[config.mk]
export PLATFORM = sky130hd
export DESIGN_NAME = bm_dma_regs
export DESIGN_NICKNAME = d
export VERILOG_FILES = /design/src/rtl/bm_dma_regs.sv
export SDC_FILE = /design/constraint.sdc
export NUM_CORES = 1
export LEC_CHECK = 0
export BUFFER_PORTS_ARGS = -buffer_cell sky130_fd_sc_hd__buf_2
export CAP_MARGIN = 20
export CORE_AREA = 2 2 165 167
export CTS_BUF_LIST = sky130_fd_sc_hd__clkbuf_4
export CTS_CLUSTER_DIAMETER = 30
export DETAILED_ROUTE_END_ITERATION = 8
export DIE_AREA = 0 0 167 169
export PLACE_DENSITY_LB_ADDON = 0.25
export SYNTH_ARGS = -nofsm -noshare
export SYNTH_HDL_FRONTEND = slang
export SYNTH_SLANG_ARGS = --single-unit
[constraint.sdc]
create_clock -name clk -period 5.5 [get_ports clk]
set_input_delay 1.65 -clock clk [delete_from_list [all_inputs] [get_ports clk]]
set_output_delay 1.65 -clock clk [all_outputs]
set_load 0.05 [all_outputs]
[src/rtl/bm_dma_regs.sv]
module bm_dma_regs #(
  parameter int LW = 16
) (
  input  logic          clk,
  input  logic          rst_n,
  input  logic          reg_we,
  input  logic [2:0]    reg_addr,
  input  logic [7:0]    reg_wdata,
  output logic [7:0]    reg_rdata,
  output logic          mem_req,
  output logic [31:0]   mem_addr,
  input  logic          mem_ack,
  input  logic [31:0]   mem_rdata,
  input  logic          mem_err,
  output logic          xfer_valid,
  output logic [31:0]   xfer_addr,
  output logic [LW-1:0] xfer_len,
  output logic          xfer_dir,
  input  logic          xfer_done,
  input  logic          dev_irq,
  output logic          irq
);
  localparam logic [31:0] ENT_BYTES = 32'd8;

  typedef enum logic [1:0] {S_IDLE, S_FADDR, S_FCNT, S_MOVE} st_t;
  st_t st;

  logic          cmd_run, cmd_dir, last_ent, sts_err, sts_irq;
  logic [1:0]    cap;
  logic [31:0]   tbl_ptr, cur_ptr, buf_addr;
  logic [LW-1:0] buf_len;

  logic wr_cmd, wr_sts, start, stop, fetch_err, end_evt, busy, unused_ok;

  assign wr_cmd    = reg_we && reg_addr == 3'd0;
  assign wr_sts    = reg_we && reg_addr == 3'd2;
  assign start     = wr_cmd && reg_wdata[0] && !cmd_run;
  assign stop      = wr_cmd && !reg_wdata[0];
  assign busy      = st != S_IDLE;
  assign mem_req   = st == S_FADDR || st == S_FCNT;
  assign mem_addr  = (st == S_FCNT) ? cur_ptr + 32'd4 : cur_ptr;
  assign fetch_err = mem_req && mem_ack && mem_err;
  assign end_evt   = st == S_MOVE && xfer_done && last_ent && !stop;
  assign xfer_valid = st == S_MOVE;
  assign xfer_addr = buf_addr;
  assign xfer_len  = buf_len;
  assign xfer_dir  = cmd_dir;
  assign irq       = sts_irq;
  assign unused_ok = ^mem_rdata[30:LW];

  always_comb begin
    case (reg_addr)
      3'd0:    reg_rdata = {4'b0, cmd_dir, 2'b0, cmd_run};
      3'd2:    reg_rdata = {1'b0, cap, 2'b0, sts_irq, sts_err, busy};
      3'd4:    reg_rdata = tbl_ptr[7:0];
      3'd5:    reg_rdata = tbl_ptr[15:8];
      3'd6:    reg_rdata = tbl_ptr[23:16];
      3'd7:    reg_rdata = tbl_ptr[31:24];
      default: reg_rdata = 8'h00;
    endcase
  end

  always_ff @(posedge clk) begin
    if (!rst_n) begin
      cmd_run <= 1'b0;
      cmd_dir <= 1'b0;
      tbl_ptr <= '0;
      cap     <= '0;
      sts_err <= 1'b0;
      sts_irq <= 1'b0;
    end else begin
      if (wr_cmd) begin
        cmd_run <= reg_wdata[0];
        if (!cmd_run) cmd_dir <= reg_wdata[3];
      end
      if (reg_we && reg_addr[2] && !cmd_run)
        tbl_ptr[8*reg_addr[1:0] +: 8] <= reg_wdata;
      if (wr_sts) cap <= reg_wdata[6:5];
      sts_err <= fetch_err || (sts_err && !(wr_sts && reg_wdata[1]));
      sts_irq <= end_evt || dev_irq || (sts_irq && !(wr_sts && reg_wdata[2]));
    end
  end

  always_ff @(posedge clk) begin
    if (!rst_n) begin
      st       <= S_IDLE;
      cur_ptr  <= '0;
      buf_addr <= '0;
      buf_len  <= '0;
      last_ent <= 1'b0;
    end else if (stop) begin
      st <= S_IDLE;
    end else begin
      case (st)
        S_IDLE: if (start) begin
          cur_ptr <= tbl_ptr;
          st      <= S_FADDR;
        end
        S_FADDR: if (mem_ack) begin
          if (mem_err) st <= S_IDLE;
          else begin
            buf_addr <= mem_rdata;
            st       <= S_FCNT;
          end
        end
        S_FCNT: if (mem_ack) begin
          if (mem_err) st <= S_IDLE;
          else begin
            buf_len  <= mem_rdata[LW-1:0];
            last_ent <= mem_rdata[31];
            st       <= S_MOVE;
          end
        end
        S_MOVE: if (xfer_done) begin
          if (last_ent) st <= S_IDLE;
          else begin
            cur_ptr <= cur_ptr + ENT_BYTES;
            st      <= S_FADDR;
          end
        end
        default: st <= S_IDLE;
      endcase
    end
  end


  start_busy_chk: assert property (@(posedge clk) disable iff (!rst_n) start |=> busy);

  end_irq_chk: assert property (@(posedge clk) disable iff (!rst_n) end_evt |=> (sts_irq && !busy));

  stop_idle_chk: assert property (@(posedge clk) disable iff (!rst_n) stop |=> (!busy && !xfer_valid));

  fetch_err_chk: assert property (@(posedge clk) disable iff (!rst_n) fetch_err |=> (sts_err && !busy));

  irq_clear_chk: assert property (@(posedge clk) disable iff (!rst_n)
    (wr_sts && reg_wdata[2] && !dev_irq && !end_evt) |=> !sts_irq);

  ptr_hold_chk: assert property (@(posedge clk) disable iff (!rst_n) cmd_run |=> ($stable(tbl_ptr) && $stable(cmd_dir)));

  dev_irq_chk: assert property (@(posedge clk) disable iff (!rst_n) dev_irq |=> irq);
endmodule

# == Word level (Yosys, flattened, before mapping) ==
# Cells that the tools add are included.
# word_totals
word_cells,83
register_bits,121
output_inout_bits,92
# classes
n_shift,2
muxes,15
reduce_logical,35
eq_ne,13
bitwise_logic,4
add_sub_neg,3
# op_table
op,count
2-to-1 mux 32 bit,4
one-hot mux 32 bit (2 select lines),1
one-hot mux 8 bit (6 select lines),1
negation 5 -> 34 bit,1
"variable shift 8 x 34 -> 32 bit, first input constant",1
variable part select 8 x 34 -> 32 bit,1
"adder 32 x 3 -> 32 bit, second input constant",1
"adder 32 x 4 -> 32 bit, second input constant",1
bitwise mux 32 bit,1
logical AND 1 bit,16
"== test 3 bit, second input constant",4
2-to-1 mux 2 bit,6
AND reduction 4 bit,3
"inequality test 2 bit, second input constant",4
one-hot mux 2 bit (4 select lines),1
zero test 1 bit,5
AND reduction 5 bit,1
"== test 2 bit, second input constant",2
logical OR 1 bit,4
inverter 1 bit,4
nonzero test 2 bit,2
"== test 3 x 2 -> 1 bit, second input constant",1
zero test 3 bit,1
"== test 2 x 1 -> 1 bit, second input constant",1
other kinds (5),5

# == Longest topological paths before layout ==
# logic_depth
word_depth,7
mapped_depth,10

# == Worst setup path after synthesis ==
# No wires, ideal clock.
# synth_timing
path_kind,input port to output port
start,input port reg_addr[0]
end,output port reg_rdata[0]
t_arrival_ps,3604
path_stages,6
required_ps,3850
path_slack_ps,246
path_cell_list,inv_1 ha_1 buf_4 clkbuf_1 a22oi_1 o31ai_1
# synth_between
elab_chain_cells,2
# synth_rtl
element,line,rtl
from (decl),7,"input logic [2:0] reg_addr,"
== test 3 bit (tied with other cells),52,case (reg_addr)
one-hot mux 8 bit (6 select lines) *,52,
to (decl),9,"output logic [7:0] reg_rdata,"
# Mark *: on every way between the ends. The rest lies on a longest branch, timed or not.

# == Worst setup path in the final report ==
# layout_timing
start,input port reg_addr[0]
end,output port reg_rdata[4]
# The elaborated chain is that of the path after synthesis.

==> out/summary.txt <==
FLOORPLAN
---------------------------------------------------------------------------------
Initial Utilization                                                         24.5%
Number of rows in the core area                                                60
Die footprint                                                        0.0282 sq mm
Height of the die                                                          169 um
Area inside the core boundary                                        0.0265 sq mm
Horizontal extent of the die                                               167 um
Top Ports                                                                     142

FINAL LAYOUT
---------------------------------------------------------------------------------
Synthesis-to-layout area growth                                             21.1%
Leading cell types in the layout, fill and taps excluded             sky130_fd_sc_hd__nand2_1 (161), sky130_fd_sc_hd__buf_2 (141), sky130_fd_sc_hd__dfxtp_1 (121)
Cell Count, Final, Fillers Out                                               1284
Most common cell after layout, fill and taps aside                   sky130_fd_sc_hd__nand2_1
Fraction of layout instances using a drive strength above 1                 22.3%
Number of nets at the end of the flow                                         988

CLOCK TREE
---------------------------------------------------------------------------------
Maximum clock path buffer count                                                 2
Clock tree from TritonCTS                                                   built
Clock Tree Root                                                      sky130_fd_sc_hd__clkbuf_4
H-tree levels                                                                   4
Cts bufs inserted                                                              17
Sinks on Clock Net                                                            121
Hold-fix buffers, CTS                                                           0
Register clock-pin slew on the reported worst setup and hold paths         130 ps
Skew-Pair Late Insertion Delay                                             560 ps
Post-CTS setup buffer count                                                     0
Post-cts repair resize count                                                    0

ROUTING
---------------------------------------------------------------------------------
Number of vias per cell after detailed routing                               4.93
Initial detailed-routing violation count                                      354
First-pass detailed-route iteration total                                       5
Post-detailed-route DRC marker count                                            0
Count of vias placed by the detailed router                                  6324
Total Routed Length                                                       22.6 mm
WL per Instance                                                           17.6 um
Residual antenna-violating net count after detailed routing                     0

POWER AND IR DROP
---------------------------------------------------------------------------------
Maximum resistive drop on vdd                                          0.000120 V
Total power per unit cell area                                        264 mW/mm^2
Total power of the final layout                                           2070 uW
Leakage power summed over all cells                                    0.00300 uW

GLOBAL ROUTING
---------------------------------------------------------------------------------
Number of antenna violations at the first check in global routing               3
Via count of the first global-routing pass                                   6109
First-pass GRT wire length                                                35.6 mm
Global routing met3 resource utilization                                    4.65%
Overall routing resource usage                                              16.0%
Pin count of the biggest net entering global routing                           65
GR met1 Demand/Resource                                                     21.7%
GR peak layer                                                                met2
GRT overflow                                                                    0
Met2 demand-to-capacity share in global routing                             24.8%

STA
---------------------------------------------------------------------------------
Setup repair after global routing missed its margin                         false
Worst Skew                                                                28.9 ps
Final Cycle Share                                                           90.8%
Setup_tns                                                                    0 ps
Tightest Pin Transition                                                   1030 ps
Time the final worst path needs with I/O delays and setup                 4990 ps
Setup-violating endpoint count in the final report                              0
Remaining max-slew budget at the tightest pin                               30.9%
Final hold violations                                                           0
Final slew viol count                                                           0
Highest clock rate                                                      0.200 GHz

LOGIC SYNTHESIS
---------------------------------------------------------------------------------
Average cell area after synthesis                                      7.91 sq um
Count of flip-flops with a built-in enable after synthesis                      0
Number of warnings issued by yosys                                              0
Share of the yosys chip area belonging to registers                         37.4%
Share of async-settable or async-resettable flops after synthesis              0%
Net count of the mapped netlist                                               881
Cell variety after synth                                                       65
Post-synthesis instance area                                         0.00648 sq mm
Most common flop cell mapped by yosys                                sky130_fd_sc_hd__dfxtp_1
Cell count after synthesis                                                    820
FF+latch count, synth                                                         121

SETUP PATH
---------------------------------------------------------------------------------
Critical path required time                                               3850 ps
Critical Path Start Type                                               input port
Kind of end point of the critical path                               primary output
Data arrival at the endpoint of the critical path                         3340 ps
Worst setup path category                                               in -> out
Worst-path fanout max                                                          17

PLACED DESIGN
---------------------------------------------------------------------------------
Count of port buffers added during placement                                  141
HPWL after DPL                                                            15.8 mm
Routability cong.                                                           0.827
Placed insts                                                                 1247

WORST HOLD PATH
---------------------------------------------------------------------------------
Type of the worst min-delay path                                       reg -> reg

RUN
---------------------------------------------------------------------------------
Number of maximum-capacitance constraint violations                             0

STATUS
---------------------------------------------------------------------------------
Outcome                                                                 completed

sequential cells by signal (all words and copies together) (netlist names):
signal / cells
sts_err: 1
cmd_run: 1
cap: 2
cur_ptr: 32
last_ent: 1
irq: 1
xfer_len: 16
xfer_addr: 32
tbl_ptr: 32
xfer_dir: 1
st: 2
worst max-delay path, cell delays in order:
cell,delay (ps)
sky130_fd_sc_hd__buf_2,150
sky130_fd_sc_hd__inv_1,120
sky130_fd_sc_hd__ha_1,600
sky130_fd_sc_hd__a22oi_1,180
sky130_fd_sc_hd__a21boi_0,210
sky130_fd_sc_hd__buf_4,160
sky130_fd_sc_hd__buf_2,260
path summary, 6_finish.rpt:
path / from / endpoint / slack, ps / depth (start not counted)
hold reg to reg: xfer_addr[6] / xfer_addr[6] / 460 / 2
setup reg to reg: st[1] / cur_ptr[30] / 2660 / 7
hold / removal: xfer_addr[6] / xfer_addr[6] / 460 / 2
setup / recovery: reg_addr[0] / reg_rdata[4] / 510 / 7
cell type report:
class                           count  area (sq um)
Tap cell                          341           427
Fill cell                        2923         18700
Clock buffer                       17           128
Antenna cell                        3          7.51
Clock inverter                     15           249
Sequential cell                   121          2420
Timing Repair Buffer              153           816
Inverter                            8          30.0
Multi-Input combinational cell    626          3770
where the power goes:
part           internal, uW  switching (uW)  total, uW
clock network           453             392        845
registers               900            28.5        928
logic                  93.6             204        298
synth_stat cells, drive strengths merged (4+ instances only):
| cell type | number | area, sq um |
|---|---|---|
| xnor2 | 17 | 149 |
| clkbuf | 50 | 189 |
| and2 | 8 | 50.1 |
| nand4 | 11 | 75.1 |
| nand2 | 161 | 604 |
| a31oi | 10 | 62.6 |
| and4 | 6 | 52.6 |
| nor2b | 12 | 75.1 |
| or3 | 6 | 37.5 |
| dfxtp | 121 | 2420 |
| nor2 | 40 | 150 |
| a21oi | 23 | 119 |
| a21boi | 94 | 706 |
| nand3 | 73 | 365 |
| nand2b | 6 | 37.5 |
| a22o | 10 | 87.6 |
| ha | 11 | 138 |
| buf | 15 | 78.8 |
| o21ai | 23 | 115 |
| nor3 | 10 | 50.1 |
| inv | 8 | 30.0 |
| o31a | 6 | 52.6 |
| o22ai | 4 | 25.0 |
| and3 | 11 | 68.8 |
| o21a | 5 | 37.5 |
| a22oi | 11 | 82.6 |
| xor2 | 12 | 105 |
| nor4 | 9 | 75.1 |
| o221a | 7 | 78.8 |
per-layer routing:
layer | vias to the layer above | wire length, um
li1 | 3129 | -
met1 | 2973 | 10500
met2 | 204 | 10200
met3 | 18 | 1590
met4 | 0 | 250
met5 | - | 0
per-stage QoR:
| step | setup WS [ps] | instance area [sq um] | hold WS (ps) | utilization (%) |
|---|---|---|---|---|
| 6_report | 508 | 7850 | 458 | 29.6 |
| 5_1_grt | 224 | 7840 | 484 | 29.6 |
| 4_1_cts | 426 | 7810 | 463 | 29.5 |
| 3_5_place_dp | 533 | 7430 | 444 | 28.0 |
| 3_3_place_gp | 565 | 7430 | 438 | 28.0 |
| 2_1_floorplan | 246 | 6480 | 444 | - |
cells by family after synthesis:
logic type / Yosys count / share of synthesized area (%)
and+or+nand+nor: 365 / 27.0
AOI/OAI and AO/OA: 216 / 24.2
DFF: 121 / 37.4
buffers and inverters: 73 / 4.59
xor gates and xnor gates: 29 / 3.92
adders and majority gates: 11 / 2.12
muxes: 5 / 0.811
Note: power is estimated with default switching activity, not from simulation.
